<file path="config.mk">
export PLATFORM = sky130hd
export DESIGN_NAME = probe_reset_sequencer
export DESIGN_NICKNAME = d
export VERILOG_FILES = /design/src/rtl/rsq_pkg.sv /design/src/rtl/rsq_ms_timer.sv /design/src/rtl/rsq_pin_drive.sv /design/src/rtl/rsq_ctrl.sv /design/src/rtl/probe_reset_sequencer.sv
export SDC_FILE = /design/constraint.sdc
export NUM_CORES = 1
export LEC_CHECK = 0
export BUFFER_PORTS_ARGS = -buffer_cell sky130_fd_sc_hd__buf_2
export CAP_MARGIN = 30
export CORE_MARGIN = 10
export CORE_UTILIZATION = 43
export DETAILED_ROUTE_END_ITERATION = 7
export PLACE_DENSITY = 0.63
export SLEW_MARGIN = 0
export SYNTH_ARGS = -nofsm -noshare
export SYNTH_HDL_FRONTEND = slang
export SYNTH_SLANG_ARGS = --single-unit
export TNS_END_PERCENT = 5
</file>
<file path="constraint.sdc">
create_clock -name clk -period 3.6 [get_ports clk]
set_input_delay 0.18 -clock clk [delete_from_list [all_inputs] [get_ports clk]]
set_output_delay 0.18 -clock clk [all_outputs]
set_load 0.005 [all_outputs]
</file>
<file path="src/rtl/rsq_pkg.sv">
package rsq_pkg;

  typedef enum logic [2:0] {
    ST_ARM,     // capture configuration, one cycle
    ST_ASSERT,  // both resets low
    ST_SETTLE,  // wait after release
    ST_RUNWIN,  // timed run before halt
    ST_HALT,    // halt strobe
    ST_INIT,    // init-list strobe
    ST_DONE     // handed over
  } seq_state_e;

  localparam logic [1:0] POLICY_HALT  = 2'b00;
  localparam logic [1:0] POLICY_TIMED = 2'b01;

  localparam int NUM_PINS = 2;
  localparam int PIN_SYS  = 0;
  localparam int PIN_TRST = 1;

  // Reset pulse length: zero selects the default length.
  function automatic int unsigned eff_pulse(input int unsigned req, input int unsigned dflt);
    return (req == 0) ? dflt : req;
  endfunction

  // Run window limited to the legal range.
  function automatic int unsigned clamp_window(input int unsigned req, input int unsigned lo,
                                               input int unsigned hi);
    if (req < lo) return lo;
    if (req > hi) return hi;
    return req;
  endfunction

  // A phase ends when its target is zero, or when this tick completes the count.
  function automatic logic phase_reached(input int unsigned count, input logic tick,
                                         input int unsigned target);
    return (target == 0) || (tick && (count + 1 >= target));
  endfunction

endpackage

</file>
<file path="src/rtl/rsq_ms_timer.sv">
module rsq_ms_timer #(
  parameter int W = 16
) (
  input  logic         clk,
  input  logic         rst_n,
  input  logic         clear,
  input  logic         tick,
  input  logic [W-1:0] target,
  output logic         expire
);
  import rsq_pkg::*;

  logic [W-1:0] count_q;

  assign expire = phase_reached(32'(count_q), tick, 32'(target));

  always_ff @(posedge clk) begin
    if (!rst_n) begin
      count_q <= '0;
    end else if (clear) begin
      count_q <= '0;
    end else if (tick && !(&count_q)) begin
      count_q <= count_q + 1'b1;
    end
  end
endmodule

</file>
<file path="src/rtl/rsq_pin_drive.sv">
module rsq_pin_drive #(
  parameter int N = 2
) (
  input  logic [N-1:0] assert_i,
  input  logic [N-1:0] enable_i,
  input  logic [N-1:0] pushpull_i,
  output logic [N-1:0] oe_o,
  output logic [N-1:0] level_o
);
  for (genvar p = 0; p < N; p++) begin : g_pin
    logic pull_low;
    assign pull_low   = assert_i[p] & enable_i[p];
    // open-drain: enable only to pull low; push-pull: always driven
    assign oe_o[p]    = pushpull_i[p] | pull_low;
    assign level_o[p] = pushpull_i[p] & ~pull_low;
  end
endmodule

</file>
<file path="src/rtl/rsq_ctrl.sv">
module rsq_ctrl #(
  parameter int MS_W         = 16,
  parameter int DEF_PULSE_MS = 3,
  parameter int RUN_MIN_MS   = 100,
  parameter int RUN_MAX_MS   = 32000
) (
  input  logic                   clk,
  input  logic                   rst_n,
  input  logic                   start_req,
  input  logic                   phase_done,
  input  logic [1:0]             cfg_mode,
  input  logic [MS_W-1:0]        cfg_pulse_ms,
  input  logic [MS_W-1:0]        cfg_settle_ms,
  input  logic [MS_W-1:0]        cfg_run_ms,
  input  logic                   cfg_sysrst_en,
  input  logic                   cfg_trst_pushpull,
  output rsq_pkg::seq_state_e    state_o,
  output logic                   phase_enter,
  output logic [MS_W-1:0]        phase_target,
  output logic                   sys_en_q,
  output logic                   pp_q
);
  import rsq_pkg::*;

  seq_state_e      state_q, state_d;
  logic [1:0]      mode_q;
  logic [MS_W-1:0] pulse_q, settle_q, run_q;
  logic            restart;

  assign restart = start_req && (state_q != ST_DONE) && (state_q != ST_ARM);

  always_comb begin
    state_d = state_q;
    unique case (state_q)
      ST_ARM:    state_d = ST_ASSERT;
      ST_ASSERT: if (phase_done) state_d = ST_SETTLE;
      ST_SETTLE: if (phase_done) begin
        if (mode_q == POLICY_HALT)       state_d = ST_HALT;
        else if (mode_q == POLICY_TIMED) state_d = ST_RUNWIN;
        else                             state_d = ST_DONE;
      end
      ST_RUNWIN: if (phase_done) state_d = ST_HALT;
      ST_HALT:   state_d = ST_INIT;
      ST_INIT:   state_d = ST_DONE;
      ST_DONE:   if (start_req) state_d = ST_ARM;
      default:   state_d = ST_ARM;
    endcase
    if (restart) state_d = ST_ASSERT;
  end

  assign phase_enter = (state_d != state_q) || restart;

  always_comb begin
    unique case (state_q)
      ST_ASSERT: phase_target = pulse_q;
      ST_SETTLE: phase_target = settle_q;
      ST_RUNWIN: phase_target = run_q;
      default:   phase_target = '0;
    endcase
  end

  always_ff @(posedge clk) begin
    if (!rst_n) begin
      state_q <= ST_ARM;
    end else begin
      state_q <= state_d;
    end
  end

  always_ff @(posedge clk) begin
    if (!rst_n) begin
      mode_q   <= POLICY_HALT;
      pulse_q  <= MS_W'(DEF_PULSE_MS);
      settle_q <= '0;
      run_q    <= MS_W'(RUN_MIN_MS);
      sys_en_q <= 1'b1;
      pp_q     <= 1'b0;
    end else if (state_q == ST_ARM) begin
      mode_q   <= cfg_mode;
      pulse_q  <= MS_W'(eff_pulse(32'(cfg_pulse_ms), DEF_PULSE_MS));
      settle_q <= cfg_settle_ms;
      run_q    <= MS_W'(clamp_window(32'(cfg_run_ms), RUN_MIN_MS, RUN_MAX_MS));
      sys_en_q <= cfg_sysrst_en;
      pp_q     <= cfg_trst_pushpull;
    end
  end

  assign state_o = state_q;
endmodule

</file>
<file path="src/rtl/probe_reset_sequencer.sv">
module probe_reset_sequencer #(
  parameter int MS_W         = 16,
  parameter int DEF_PULSE_MS = 3,
  parameter int RUN_MIN_MS   = 100,
  parameter int RUN_MAX_MS   = 32000
) (
  input  logic            clk,
  input  logic            rst_n,
  input  logic            ms_tick,
  input  logic            start_req,
  input  logic [1:0]      cfg_mode,
  input  logic [MS_W-1:0] cfg_pulse_ms,
  input  logic [MS_W-1:0] cfg_settle_ms,
  input  logic [MS_W-1:0] cfg_run_ms,
  input  logic            cfg_sysrst_en,
  input  logic            cfg_trst_pushpull,
  output logic            sysrst_oe,
  output logic            trst_oe,
  output logic            trst_o,
  output logic            halt_req,
  output logic            init_start,
  output logic            ready
);
  import rsq_pkg::*;

  seq_state_e          state;
  logic                phase_enter;
  logic                phase_done;
  logic [MS_W-1:0]     phase_target;
  logic                sys_en_q;
  logic                pp_q;
  logic                assert_phase;
  logic                sys_drive_high;
  logic [NUM_PINS-1:0] pin_assert, pin_en, pin_pp, pin_oe, pin_level;

  rsq_ctrl #(
    .MS_W(MS_W), .DEF_PULSE_MS(DEF_PULSE_MS),
    .RUN_MIN_MS(RUN_MIN_MS), .RUN_MAX_MS(RUN_MAX_MS)
  ) u_ctrl (
    .clk              (clk),
    .rst_n            (rst_n),
    .start_req        (start_req),
    .phase_done       (phase_done),
    .cfg_mode         (cfg_mode),
    .cfg_pulse_ms     (cfg_pulse_ms),
    .cfg_settle_ms    (cfg_settle_ms),
    .cfg_run_ms       (cfg_run_ms),
    .cfg_sysrst_en    (cfg_sysrst_en),
    .cfg_trst_pushpull(cfg_trst_pushpull),
    .state_o          (state),
    .phase_enter      (phase_enter),
    .phase_target     (phase_target),
    .sys_en_q         (sys_en_q),
    .pp_q             (pp_q)
  );

  rsq_ms_timer #(.W(MS_W)) u_timer (
    .clk   (clk),
    .rst_n (rst_n),
    .clear (phase_enter),
    .tick  (ms_tick),
    .target(phase_target),
    .expire(phase_done)
  );

  assign assert_phase = (state == ST_ASSERT);

  always_comb begin
    pin_assert           = '0;
    pin_en               = '0;
    pin_pp               = '0;
    pin_assert[PIN_SYS]  = assert_phase;
    pin_en[PIN_SYS]      = sys_en_q;
    pin_pp[PIN_SYS]      = 1'b0;       // open-collector only
    pin_assert[PIN_TRST] = assert_phase;
    pin_en[PIN_TRST]     = 1'b1;
    pin_pp[PIN_TRST]     = pp_q;
  end

  rsq_pin_drive #(.N(NUM_PINS)) u_pins (
    .assert_i  (pin_assert),
    .enable_i  (pin_en),
    .pushpull_i(pin_pp),
    .oe_o      (pin_oe),
    .level_o   (pin_level)
  );

  assign sys_drive_high = pin_oe[PIN_SYS] & pin_level[PIN_SYS];
  assign sysrst_oe      = pin_oe[PIN_SYS];
  assign trst_oe        = pin_oe[PIN_TRST];
  assign trst_o         = pin_level[PIN_TRST];
  assign halt_req       = (state == ST_HALT);
  assign init_start     = (state == ST_INIT);
  assign ready          = (state == ST_DONE);
endmodule

</file>
# After elaboration in Yosys (flattened, before gate mapping)
# Index checks and enable logic that the tools add are counted.
# totals
out_inout_bits,6
ff_bits,71
word_cells,62
# classes
mux,21
n_bitwise,5
reduce_logical,14
add_sub_neg,2
eq_ne,9
order_cmp,3
# ops
operator,n
$mux 16,3
$pmux 16 s3,1
$ge 32x16->1,1
$logic_not 16->1,2
$mux 3,7
$pmux 3 s7,1
$add 16x1->17 const B,1
$add 16x1->16 const B,1
$gt 16x15->1 const B,1
$lt 16x7->1 const B,1
$reduce_and 16->1,1
$mux 15,1
$eq 3x3->1 const B,3
$mux 1,7
$mux 7,1
$eq 3x2->1 const B,2
$logic_and 1x1->1,4
$eq 3x1->1 const B,1
$logic_not 3->1,1
$ne 3x3->1,1
$ne 3x3->1 const B,1
$reduce_bool 3->1,1
$and 1x1->1,2
$eq 2x1->1 const B,1
6 further kinds,8

# Depth between registers and ports, before layout
# Gate-level depths: netlist (run 1).
# depth
ltp_word,11
depth_mapped,14
ltp_nobuf,12

# Hierarchy
# From an unflattened synthesis (run 1), not the netlist that was laid out.
# unflattened
cells_unflattened,504
area_unflattened_um2,4103.9
# modules_own_cells
module,area_per_inst_um2,instances,cells_per_inst
rsq_ctrl,2592.5,1,316
rsq_ms_timer,1431.4,1,178
probe_reset_sequencer,42.5,1,6
rsq_pin_drive,37.5,1,4

# Worst setup path before layout (run 1)
# Ideal clock, no wire load.
# synth_path
kind,register to register
startpoint,reg u_ctrl.state_q[1] (netlist: u_ctrl.state_o[1])
endpoint,reg u_timer.count_q[10]
synth_period_minus_slack_ns,3.282
path_slack_ns,0.318
t_arrival_ns,3.203
n_path_buf,3
stages_incl_launch_ff,14
cell_sequence,dfxtp_1 -> buf_6 -> clkbuf_1 -> mux2_2 -> a32oi_1 -> inv_1 -> ha_1 -> nand2b_1 -> a2111oi_0 -> nor4_1 -> a311oi_1 -> a31oi_4 -> buf_6 -> nor3_1
# synth_between
elab_chain_cells,11
elab_cells_between_ends,25
# synth_lines
element,line_no,rtl
start: declaration,rsq_ctrl.sv:25,"seq_state_e state_q, state_d;"
start signal: assignment,rsq_ctrl.sv:66,state_q <= state_d;
$eq 3x2->1 or $eq 3x1->1 (tied branches),"rsq_ctrl.sv:34, rsq_ctrl.sv:54",
$pmux 16 s3,rsq_ctrl.sv:54,unique case (state_q)
$ge 32x16->1,rsq_pkg.sv:36,return (target == 0) || (tick && (count + 1 >= target));
$logic_and 1x1->1,rsq_pkg.sv:36,
$logic_or 1x1->1,rsq_pkg.sv:36,
"$mux 3, on equally long branches","rsq_ctrl.sv:42, rsq_ctrl.sv:36, rsq_ctrl.sv:37",
$pmux 3 s7,rsq_ctrl.sv:34,unique case (state_q)
$mux 3,rsq_ctrl.sv:48,if (restart) state_d = ST_ASSERT;
$ne 3x3->1,rsq_ctrl.sv:51,assign phase_enter = (state_d != state_q) || restart;
$logic_or 1x1->1 *,rsq_ctrl.sv:51,
$reduce_or 2->1 (no source line) *,n/a,
end signal: assignment,rsq_ms_timer.sv:23,count_q <= count_q + 1'b1;
end: declaration,rsq_ms_timer.sv:13,logic [W-1:0] count_q;
# Mark *: on every way between the ends. The rest lies on a longest branch, timed or not.
# A chain may end at the register's enable or synchronous reset.

# Worst setup path in the final report (run 1)
# layout_path
startpoint,reg u_timer.count_q[0]
endpoint,reg u_timer.count_q[2]
# layout_between
elab_chain_cells,10
elab_cells_between_ends,16
# layout_lines
element,line_no
$add 16x1->17,rsq_pkg.sv:36
$ge 32x16->1,rsq_pkg.sv:36
$logic_and 1x1->1,rsq_pkg.sv:36
$logic_or 1x1->1,rsq_pkg.sv:36
"$mux 3, on equally long branches","rsq_ctrl.sv:42, rsq_ctrl.sv:36, rsq_ctrl.sv:37"
$pmux 3 s7,rsq_ctrl.sv:34
$mux 3,rsq_ctrl.sv:48
$ne 3x3->1,rsq_ctrl.sv:51
$logic_or 1x1->1,rsq_ctrl.sv:51
$reduce_or 2->1 (no source line),n/a
# Several ways; a longest one is shown, not always the timed one.

==> results.toml, run 1 <==
[die]
die_y_um = 116
fp.coreArea_um2 = 9110
num_rows = 35
die_area_um2 = 13500
pin_count = 62
initial_core_util = 0.437
die_x_um = 116

[drt]
routed_wl_mm = 10.4
drt-pass1-iter-count = 7
vias = 3532
wl_per_cell_um = 16.2
drc_errors = 0
antenna_left = 0
drt-initial-drc-count = 236
routed_via_density = 5.50

[power_and_ir_drop]
p_per_area_nw_per_um2 = 426
power_leakage_uw = 0.00181
vdd_drop_max_mv = 0.216

[clock_network]
clockBufferDepth = 2
ctsHtreeMaxLevel = 3
cts_resized = 0
cts_root_buffer = "clkbuf_8"
cts_tree = "yes"
clkLatencyLatePin_ns = 0.36
clkTransAtPathRegs_ns = 0.08
cts_sinks = 71
cts_hold_buffers = 0
cts_setup_buffers = 0
cts_made_buffers = 9

[setup_path]
crit_chain = "ha_1, inv_1, nor2_1, nand3_1, xnor2_1, ha_1, and4_1, nand4_1, nor4_1, a311oi_1, buf_4, a31oi_4, nor3_1"
r2r_start = "u_timer.count_q[0]$_SDFFE_PP0P_"
end_kind = "flop"
critical-path-slowest-cell = "a31oi_4"
cp.depth = 13
start_kind = "flop"
critPathMaxStageDelay_ns = 0.46
path_class = "flop to flop"
crit_top_cell = "ha_1"
rrSetupSlack_ns = 0.33
r2r-end = "u_timer.count_q[2]$_SDFFE_PP0P_"
crit_start = "u_timer.count_q[0]$_SDFFE_PP0P_"
ff2ff_path_depth = 13
endpoint = "u_timer.count_q[2]$_SDFFE_PP0P_"
cp.arrival_ns = 3.48
crit_buf_inv = 2
worstPathRequired_ns = 3.81
cp_top_family = "simple AND/OR/NAND/NOR gates"
crit_fanout = 16

[sta]
fmax_mhz = 306
period_needed_ns = 3.27
finalCritPeriodShare = 0.908
worstMarginPinSlew_ns = 0.957
slew-limit-headroom = 0.362
finalHoldViolations = 0
timing.final.max_slew_violations = 0
tns_ns = 0
rsz0062_at_grt = "no"
fin_skew_ns = 0.0117
hold_ws_ns = 0.0326
setup_violations = 0

[global_route]
use_met3 = 0.0452
grtUsageMet2 = 0.242
grt_pass1_vias = 3500
antenna_found_initial = 0
grt_max_degree = 56
grt_use_total = 0.160
grt_use_met1 = 0.213
gr-max-usage-layer = "met2"
overflow = 0
grt_pass1_wl_mm = 17.2

[finish]
syn2layout_area_growth_pct = 15.8
drive_gt1_frac = 0.217
fin_nets = 599
diodes = 0

[synth]
synth_fp_nets = 544
yosysTopAreaCell = "dfxtp_1"
synth_seq_area_share = 0.357
ys.flop_type = "dfxtp_1"
async_flop_share = 0
synth-edff-count = 0
synth_area_leaders = "dfxtp_1 (36%), nand2_1 (8.6%), a21boi_0 (7.4%)"
syn-instance-count = 471
synth.distinct_cells = 53
ys_warn_count = 0
synth-seq-cells = 71
syn_area_um2 = 3980
syn_area_per_cell_um2 = 8.45
yosysTopAreaCellShare = 0.357

[place]
io_buffer_count = 61
place.gp.congestion = 0.932
dp_hpwl_mm = 7.95

[worst_hold_path]
whs_path_depth = 3
hold_path.class = "input pin to flop"

[job]
cap_viol_max_count = 0

[run_status]
status = "completed"
[stage by stage]
step / cells / setup slack, ns / utilization / cell area, um^2 / power, uW
6_report: 642 / 0.332 / 0.506 / 4610 / 1960
2_1_floorplan: 471 / 0.318 / - / 3980 / 1120
4_1_cts: 642 / 0.354 / 0.506 / 4610 / 1980
3_5_place_dp: 626 / 0.376 / 0.481 / 4380 / 1230
3_3_place_gp: 625 / 0.510 / 0.480 / 4370 / 1230
5_1_grt: 642 / 0.0506 / 0.506 / 4610 / 2050
[layout make-up]
cell class / instances / area [um^2]
tap: 111 / 139
multi-input combinational: 366 / 2400
timing repair buffer: 73 / 395
clock buffer: 12 / 155
sequential: 71 / 1420
fill: 899 / 4500
inverter: 5 / 18.8
clock inverter: 4 / 76.3
[layout by cell type (no fill, tap or decap), drive strengths merged, types with 6 or more instances in the layout]
cell type  count
nand2         91
buf           73
dfxtp         71
a21boi        39
nor3          26
ha            17
xor2          16
a32oi         16
mux2          16
nor2          15
o21ai         14
xnor2         13
nand4         12
nor2b         12
clkbuf        12
nand3         10
a21oi         10
nor4           8
nand2b         7
a31oi          6
inv            6
[per-layer routing]
| metal | part of all wire | wire length [um] |
|---|---|---|
| met1 | 0.48 | 5030 |
| met2 | 0.43 | 4500 |
| met3 | 0.068 | 704 |
| met4 | 0.015 | 159 |
| met5 | 0 | 0 |
[worst min-delay path by stage]
stage / from / endpoint / slack, ns
finish: cfg_sysrst_en / u_ctrl.sys_en_q$_SDFFE_PN1P_ / 0.03
global route: cfg_sysrst_en / u_ctrl.sys_en_q$_SDFFE_PN1P_ / 0.03
CTS: cfg_sysrst_en / u_ctrl.sys_en_q$_SDFFE_PN1P_ / 0.02
detailed placement: cfg_sysrst_en / u_ctrl.sys_en_q$_SDFFE_PN1P_ / 0.40
global placement: cfg_sysrst_en / u_ctrl.sys_en_q$_SDFFE_PN1P_ / 0.40
floorplan: cfg_pulse_ms[0] / u_ctrl.pulse_q[0]$_SDFFE_PN1P_ / 0.30
[tightest hold or removal path, delay by kind of cell]
| family | cells | cell delay [ns] |
|---|---|---|
| AND/OR/NAND/NOR | 2 | 0.10 |
| buffers and inverters | 1 | 0.08 |
[cells by family (layout without fill, tap and decap cells)]
kind of cell	after synthesis	in the layout	synth area share
buffers and inverters	34	94	0.0402
DFF	71	71	0.357
and+or+nand+nor	201	201	0.249
AOI/OAI and AO/OA	102	102	0.187
muxes	17	17	0.0487
adders and majority gates	17	17	0.0534
xor gates and xnor gates	29	29	0.0638
[report_power, final]
group,internal [uW],switching (uW),leakage [uW],total [uW]
sequential,837,35.8,0.000583,873
clock,431,313,0.000113,744
combinational,145,200,0.00111,345
total,1410,549,0.00181,1960
[flip-flops by register name, summed over array words and instances, names as in the netlist]
| name | count |
|---|---|
| u_ctrl.mode_q | 2 |
| u_ctrl.pp_q | 1 |
| u_ctrl.pulse_q | 16 |
| u_ctrl.run_q | 16 |
| u_ctrl.settle_q | 16 |
| u_ctrl.state_o | 3 |
| u_ctrl.sys_en_q | 1 |
| u_timer.count_q | 16 |
[Yosys cell counts, types with 2 or more instances]
library cell and number:
buf_6 2, a31oi_1 5, and3_1 3, nor2b_1 12, inv_1 4, nor4_1 8, a21boi_0 39, and2_1 3
nor3b_1 2, nand2b_1 7, nor3_2 3, and4_1 5, o21ai_0 13, mux2_2 15, dfxtp_1 71, nor3_1 23
clkbuf_1 22, nand3_1 10, a21oi_1 10, o22ai_1 2, xnor2_1 13, nor2_1 15, nand4_1 12, a22oi_1 5
a32oi_1 16, or3_1 2, buf_2 2, xor2_1 16, ha_1 17, nand2_1 91
(Power assumes the default switching activity.)
==> run 2: changes to the inputs <==
--- a/config.mk
+++ b/config.mk
@@ -8,9 +8,9 @@
 export BUFFER_PORTS_ARGS = -buffer_cell sky130_fd_sc_hd__buf_2
 export CAP_MARGIN = 30
 export CORE_MARGIN = 10
-export CORE_UTILIZATION = 43
+export CORE_UTILIZATION = 50
 export DETAILED_ROUTE_END_ITERATION = 7
-export PLACE_DENSITY = 0.63
+export PLACE_DENSITY = 0.72
 export SLEW_MARGIN = 0
 export SYNTH_ARGS = -nofsm -noshare
 export SYNTH_HDL_FRONTEND = slang
==> run 2 against run 1 <==
Worst hold slack worse by 0.0092 ns; clock skew up 0.00062 ns; sequential share of layout area up 0.63 points; design area down 2.0%; non-clock buffer count down 4; clock power down 20%; critical endpoint is now u_timer.count_q[13]$_SDFFE_PP0P_; largest power group unchanged; highest routed layer unchanged.
==> results.toml, run 2 (same netlist as run 1, synthesis figures left out) <==
[drt]
routed_via_density = 5.66
routed_wl_mm = 10.0
route.met2.wl_mm = 4.51
wl_per_cell_um = 15.9
drt-pass1-iter-count = 5
drt-initial-drc-count = 249
wl_met1_mm = 4.74
antenna_left = 0
vias = 3563
drc_errors = 0
top_layer = "met4"
route.met3.wl_um = 606

[global_route]
grt_max_degree = 56
grt_use_total = 0.171
overflow = 0
antenna_found_initial = 0
grt_pass1_wl_mm = 16.4
grt_pass1_vias = 3448

[sta]
finalHoldViolations = 0
fin_skew_ns = 0.0123
setup_violations = 0
rsz0062_at_grt = "no"
worstMarginPinSlew_ns = 0.774
fmax_mhz = 308
tns_ns = 0
slew-limit-headroom = 0.484
period_needed_ns = 3.25
fin_ws_ns = 0.349
finalCritPeriodShare = 0.903
timing.final.max_slew_violations = 0

[die]
num_rows = 32
die_area_um2 = 11900
die_x_um = 109
pin_count = 62
initial_core_util = 0.515
die_y_um = 109
fp.coreArea_um2 = 7730

[setup_path]
cp.arrival_ns = 3.47
end_kind = "flop"
start_kind = "flop"
crit_fanout = 16
path_class = "flop to flop"
worstPathRequired_ns = 3.82

[clock_network]
cts_tree = "yes"
ctsHtreeMaxLevel = 3
clockBufferDepth = 2
clkTransAtPathRegs_ns = 0.09
cts_hold_buffers = 0
cts_root_buffer = "clkbuf_8"
clkLatencyLatePin_ns = 0.36
cts_sinks = 71
cts_setup_buffers = 0
cts_made_buffers = 9
cts_resized = 0

[finish]
layout_common_cells = "nand2_1 (91), dfxtp_1 (71), buf_2 (61)"
syn2layout_area_growth_pct = 13.5
drive_gt1_frac = 0.213
diodes = 0
final_common_cell = "nand2_1"
utilization = 0.585
fin_nets = 595

[run_status]
status = "completed"

[power_and_ir_drop]
p_int_uw = 1240
clockPowerShare = 0.328
p_switching_uw = 567
power_leakage_uw = 0.00176
vdd_drop_max_mv = 0.192
switching_share = 0.314
p_comb_frac = 0.186
p_per_area_nw_per_um2 = 399
pwr-share-seq = 0.486

[place]
place_ws_ns = 0.339
place.gp.congestion = 0.881
io_buffer_count = 61
dp_hpwl_mm = 7.68

[job]
cap_viol_max_count = 0

[worst_hold_path]
hold_path.class = "input pin to flop"
run 2: cell count changes in the layout (fill, tap and decap cells not counted), sizes merged:
| cell | previous run | this run |
|---|---|---|
| buf | 73 | 69 |
| clkbuf | 12 | 9 |
| bufinv | 2 | 0 |
| clkinvlp | 1 | 3 |
| inv | 6 | 8 |
| clkinv | 0 | 1 |
run 2: layout make-up:
type                    count  area (um^2)
fillers                   733         3210
flip-flops and latches     71         1420
inverters                   5         18.8
multi-input cells         366         2400
clock buffers               9          124
well taps                 102          128
repair buffers             69          365
clock inverters             7         56.3
run 2: critical path: stages (launching register included):
cell and delay, ns:
dfxtp_1 0.54, buf_4 0.31, mux2_2 0.37, a32oi_1 0.31, ha_1 0.24, and4_1 0.23, nand4_1 0.09, nor4_1 0.17
a311oi_1 0.07, buf_4 0.17, a31oi_4 0.46, nor3_1 0.14
run 2: per-layer routing:
layer | vias up | GRT usage
met1 | 1636 | 0.225
met3 | 20 | 0.0442
li1 | 1797 | -
met2 | 110 | 0.266
met4 | 0 | 0.0586
met5 | - | 0
run 2: power groups by stage:
stage / logic, uW / clock network, uW / registers, uW
after floorplan: 248 / 0 / 873
after global placement: 329 / 0 / 891
after detailed placement: 337 / 0 / 893
after CTS: 337 / 603 / 875
after global routing: 376 / 636 / 882
final: 336 / 592 / 876
run 2: final timing paths:
| check | startpoint | to | slack (ns) | cells after the start |
|---|---|---|---|---|
| setup reg to reg | u_ctrl.state_o[1]$_SDFF_PN0_ | u_timer.count_q[13]$_SDFFE_PP0P_ | 0.35 | 11 |
| hold / removal | cfg_sysrst_en | u_ctrl.sys_en_q$_SDFFE_PN1P_ | 0.02 | 3 |
| hold reg to reg | u_ctrl.run_q[8]$_SDFFE_PN0P_ | u_ctrl.run_q[8]$_SDFFE_PN0P_ | 0.47 | 2 |
| setup / recovery | u_ctrl.state_o[1]$_SDFF_PN0_ | u_timer.count_q[13]$_SDFFE_PP0P_ | 0.35 | 11 |
run 2: per-stage QoR:
stage,instances,total power (uW),hold slack (ns),cell area [um^2]
floorplan,471,1120,0.304,3980
global placement,613,1220,0.394,4340
detailed placement,613,1230,0.397,4340
CTS,629,1810,0.0169,4520
global route,629,1890,0.0323,4520
finish,629,1800,0.0234,4520
==> run 3: changes to the inputs <==
--- a/config.mk
+++ b/config.mk
@@ -7,10 +7,11 @@
 export LEC_CHECK = 0
 export BUFFER_PORTS_ARGS = -buffer_cell sky130_fd_sc_hd__buf_2
 export CAP_MARGIN = 30
+export CORE_ASPECT_RATIO = 1.5
 export CORE_MARGIN = 10
 export CORE_UTILIZATION = 50
 export DETAILED_ROUTE_END_ITERATION = 7
-export PLACE_DENSITY = 0.72
+export PLACE_DENSITY = 0.74
 export SLEW_MARGIN = 0
 export SYNTH_ARGS = -nofsm -noshare
 export SYNTH_HDL_FRONTEND = slang
==> constraint.sdc (replaced) <==
create_clock -name clk -period 2.65 [get_ports clk]
set_input_delay 0.1325 -clock clk [delete_from_list [all_inputs] [get_ports clk]]
set_output_delay 0.1325 -clock clk [all_outputs]
set_load 0.005 [all_outputs]
==> run 3 against run 2 <==
The flow now finishes with violations (setup timing); worst setup slack worse by 0.60 ns; clock-buffer cell count grew 1; critical path depth is 1 higher; routed wire length up 14%; largest power group is now the clock network; first-iteration DRC count fell by 3.6%; flip-flop and latch count stayed put; sequential share of layout area shrank 4.3 points.
==> results.toml, run 3 (same netlist as run 1, synthesis figures left out) <==
[finish]
syn2layout_area_growth_pct = 32.2
drive_gt1_frac = 0.333
fin_nets = 640
diodes = 0
layout_common_cells = "nand2_1 (90), dfxtp_1 (66), buf_2 (61)"
final_common_cell = "nand2_1"
nFillCells = 652
stdcell_area_um2 = 5260
instances_no_fill = 672
utilization = 0.682

[global_route]
gr-max-usage-layer = "met2"
grtUsageMet2 = 0.362
overflow = 0
grt_use_met1 = 0.200
grt_use_total = 0.193
grt_pass1_wl_mm = 18.8
grt_max_degree = 43
grt_pass1_vias = 3935
use_met3 = 0.0434
antenna_found_initial = 0

[setup_path]
rrSetupSlack_ns = -0.25
r2r-end = "u_ctrl.state_o[0]$_SDFF_PN0_"
cp.arrival_ns = 3.13
endpoint = "u_ctrl.state_o[0]$_SDFF_PN0_"
crit_fanout = 8
start_kind = "flop"
ff2ff_path_depth = 12
r2r_start = "u_ctrl.state_o[1]$_SDFF_PN0_"
path_class = "flop to flop"
worstPathRequired_ns = 2.87
end_kind = "flop"
crit_start = "u_ctrl.state_o[1]$_SDFF_PN0_"

[place]
place.gp.congestion = 0.941
place_ws_ns = -0.312
place_area_um2 = 4760
io_buffer_count = 61
dp_hpwl_mm = 8.66
place_inst = 652

[die]
fp.coreArea_um2 = 7710
die_y_um = 129
die_x_um = 92.8
num_rows = 39
pin_count = 62
initial_core_util = 0.516
die_area_um2 = 12000

[sta]
rsz0062_at_grt = "yes"
fin_skew_ns = 0.00675
timing.final.max_slew_violations = 0
worstMarginPinSlew_ns = 0.604
finalHoldViolations = 0
finalCritPeriodShare = 1.10
fin_ws_ns = -0.254
fmax_mhz = 344
setup_violations = 19
slew-limit-headroom = 0.592
period_needed_ns = 2.90

[power_and_ir_drop]
vdd_drop_max_mv = 0.378
power_leakage_uw = 0.00209
p_per_area_nw_per_um2 = 575
finalPower_uw = 3020

[run_status]
status = "finished with violations"
violations = "setup timing"

[drt]
antenna_left = 0
drt-pass1-iter-count = 5
wl_per_cell_um = 17.0
routed_via_density = 5.73
drt-initial-drc-count = 240
drc_errors = 0
routed_wl_mm = 11.4
vias = 3851

[clock_network]
cts_hold_buffers = 0
cts_made_buffers = 9
clkLatencyLatePin_ns = 0.33
cts_sinks = 71
clkTransAtPathRegs_ns = 0.05
cts_tree = "yes"
clockBufferDepth = 2
ctsHtreeMaxLevel = 3
cts_root_buffer = "clkbuf_16"

[worst_hold_path]
hold_path.class = "input pin to flop"

[job]
cap_viol_max_count = 0
-- run 3: cell count changes in the layout (fill, tap and decap cells not counted), sizes merged --
cell and change:
buf +45, inv -3, bufinv +2, clkinvlp -2, clkbuf +1
-- run 3: critical path: stages, from the launching register on --
cell and delay [ns]:
dfxtp_2 0.36, buf_12 0.14, buf_8 0.13, mux2_2 0.34
a32oi_1 0.28, ha_1 0.29, and4_1 0.21, nand4_1 0.15
nor4_4 0.05, a311oi_4 0.35, buf_4 0.19, a31oi_1 0.07
o221a_2 0.24
-- run 3: worst min-delay path by stage --
| stage | startpoint | to | slack [ns] | depth (start not counted) |
|---|---|---|---|---|
| 2_1_floorplan | cfg_pulse_ms[0] | u_ctrl.pulse_q[0]$_SDFFE_PN1P_ | 0.26 | 2 |
| 3_3_place_gp | cfg_sysrst_en | u_ctrl.sys_en_q$_SDFFE_PN1P_ | 0.36 | 3 |
| 3_5_place_dp | cfg_sysrst_en | u_ctrl.sys_en_q$_SDFFE_PN1P_ | 0.35 | 3 |
| 4_1_cts | cfg_sysrst_en | u_ctrl.sys_en_q$_SDFFE_PN1P_ | 0.005 | 3 |
| 5_1_grt | cfg_sysrst_en | u_ctrl.sys_en_q$_SDFFE_PN1P_ | 0.03 | 3 |
| 6_report | cfg_sysrst_en | u_ctrl.sys_en_q$_SDFFE_PN1P_ | 0.01 | 3 |
-- run 3: area by class of cell --
class                   instances  area, um^2  area share
flip-flops and latches         71        1430       0.271
clock buffers                  10         229      0.0435
clock inverters                 4        72.6      0.0138
inverters                       5        18.8     0.00357
well taps                     102         128      0.0243
multi-input cells             366        2630       0.499
repair buffers                114         761       0.145
-- run 3: layer usage --
metal  part of all wire  vias to the layer above
li1                   -                     1891
met2               0.55                       90
met1               0.38                     1848
met3              0.042                       22
met4              0.024                        0
met5                  0                        -
-- run 3: repair_timing --
action | in CTS | in global routing
pin swaps | 15 | 6
resized for setup | 21 | 5
endpoints found under the setup margin | 19 | 19
setup buffers | 5 | 1
cloned | 0 | 0
-- run 3: through the flow --
step | hold slack (ns) | setup TNS [ns]
finish | 0.00995 | -3.64
global route | 0.0256 | -5.53
CTS | 0.00499 | -2.90
detailed placement | 0.349 | -4.63
global placement | 0.358 | -2.53
floorplan | 0.257 | -2.06
-- run 3: power by group --
group          switching, uW  total [uW]  internal, uW
Sequential              49.9        1190          1140
Combinational            315         585           270
Clock                    439        1250           811
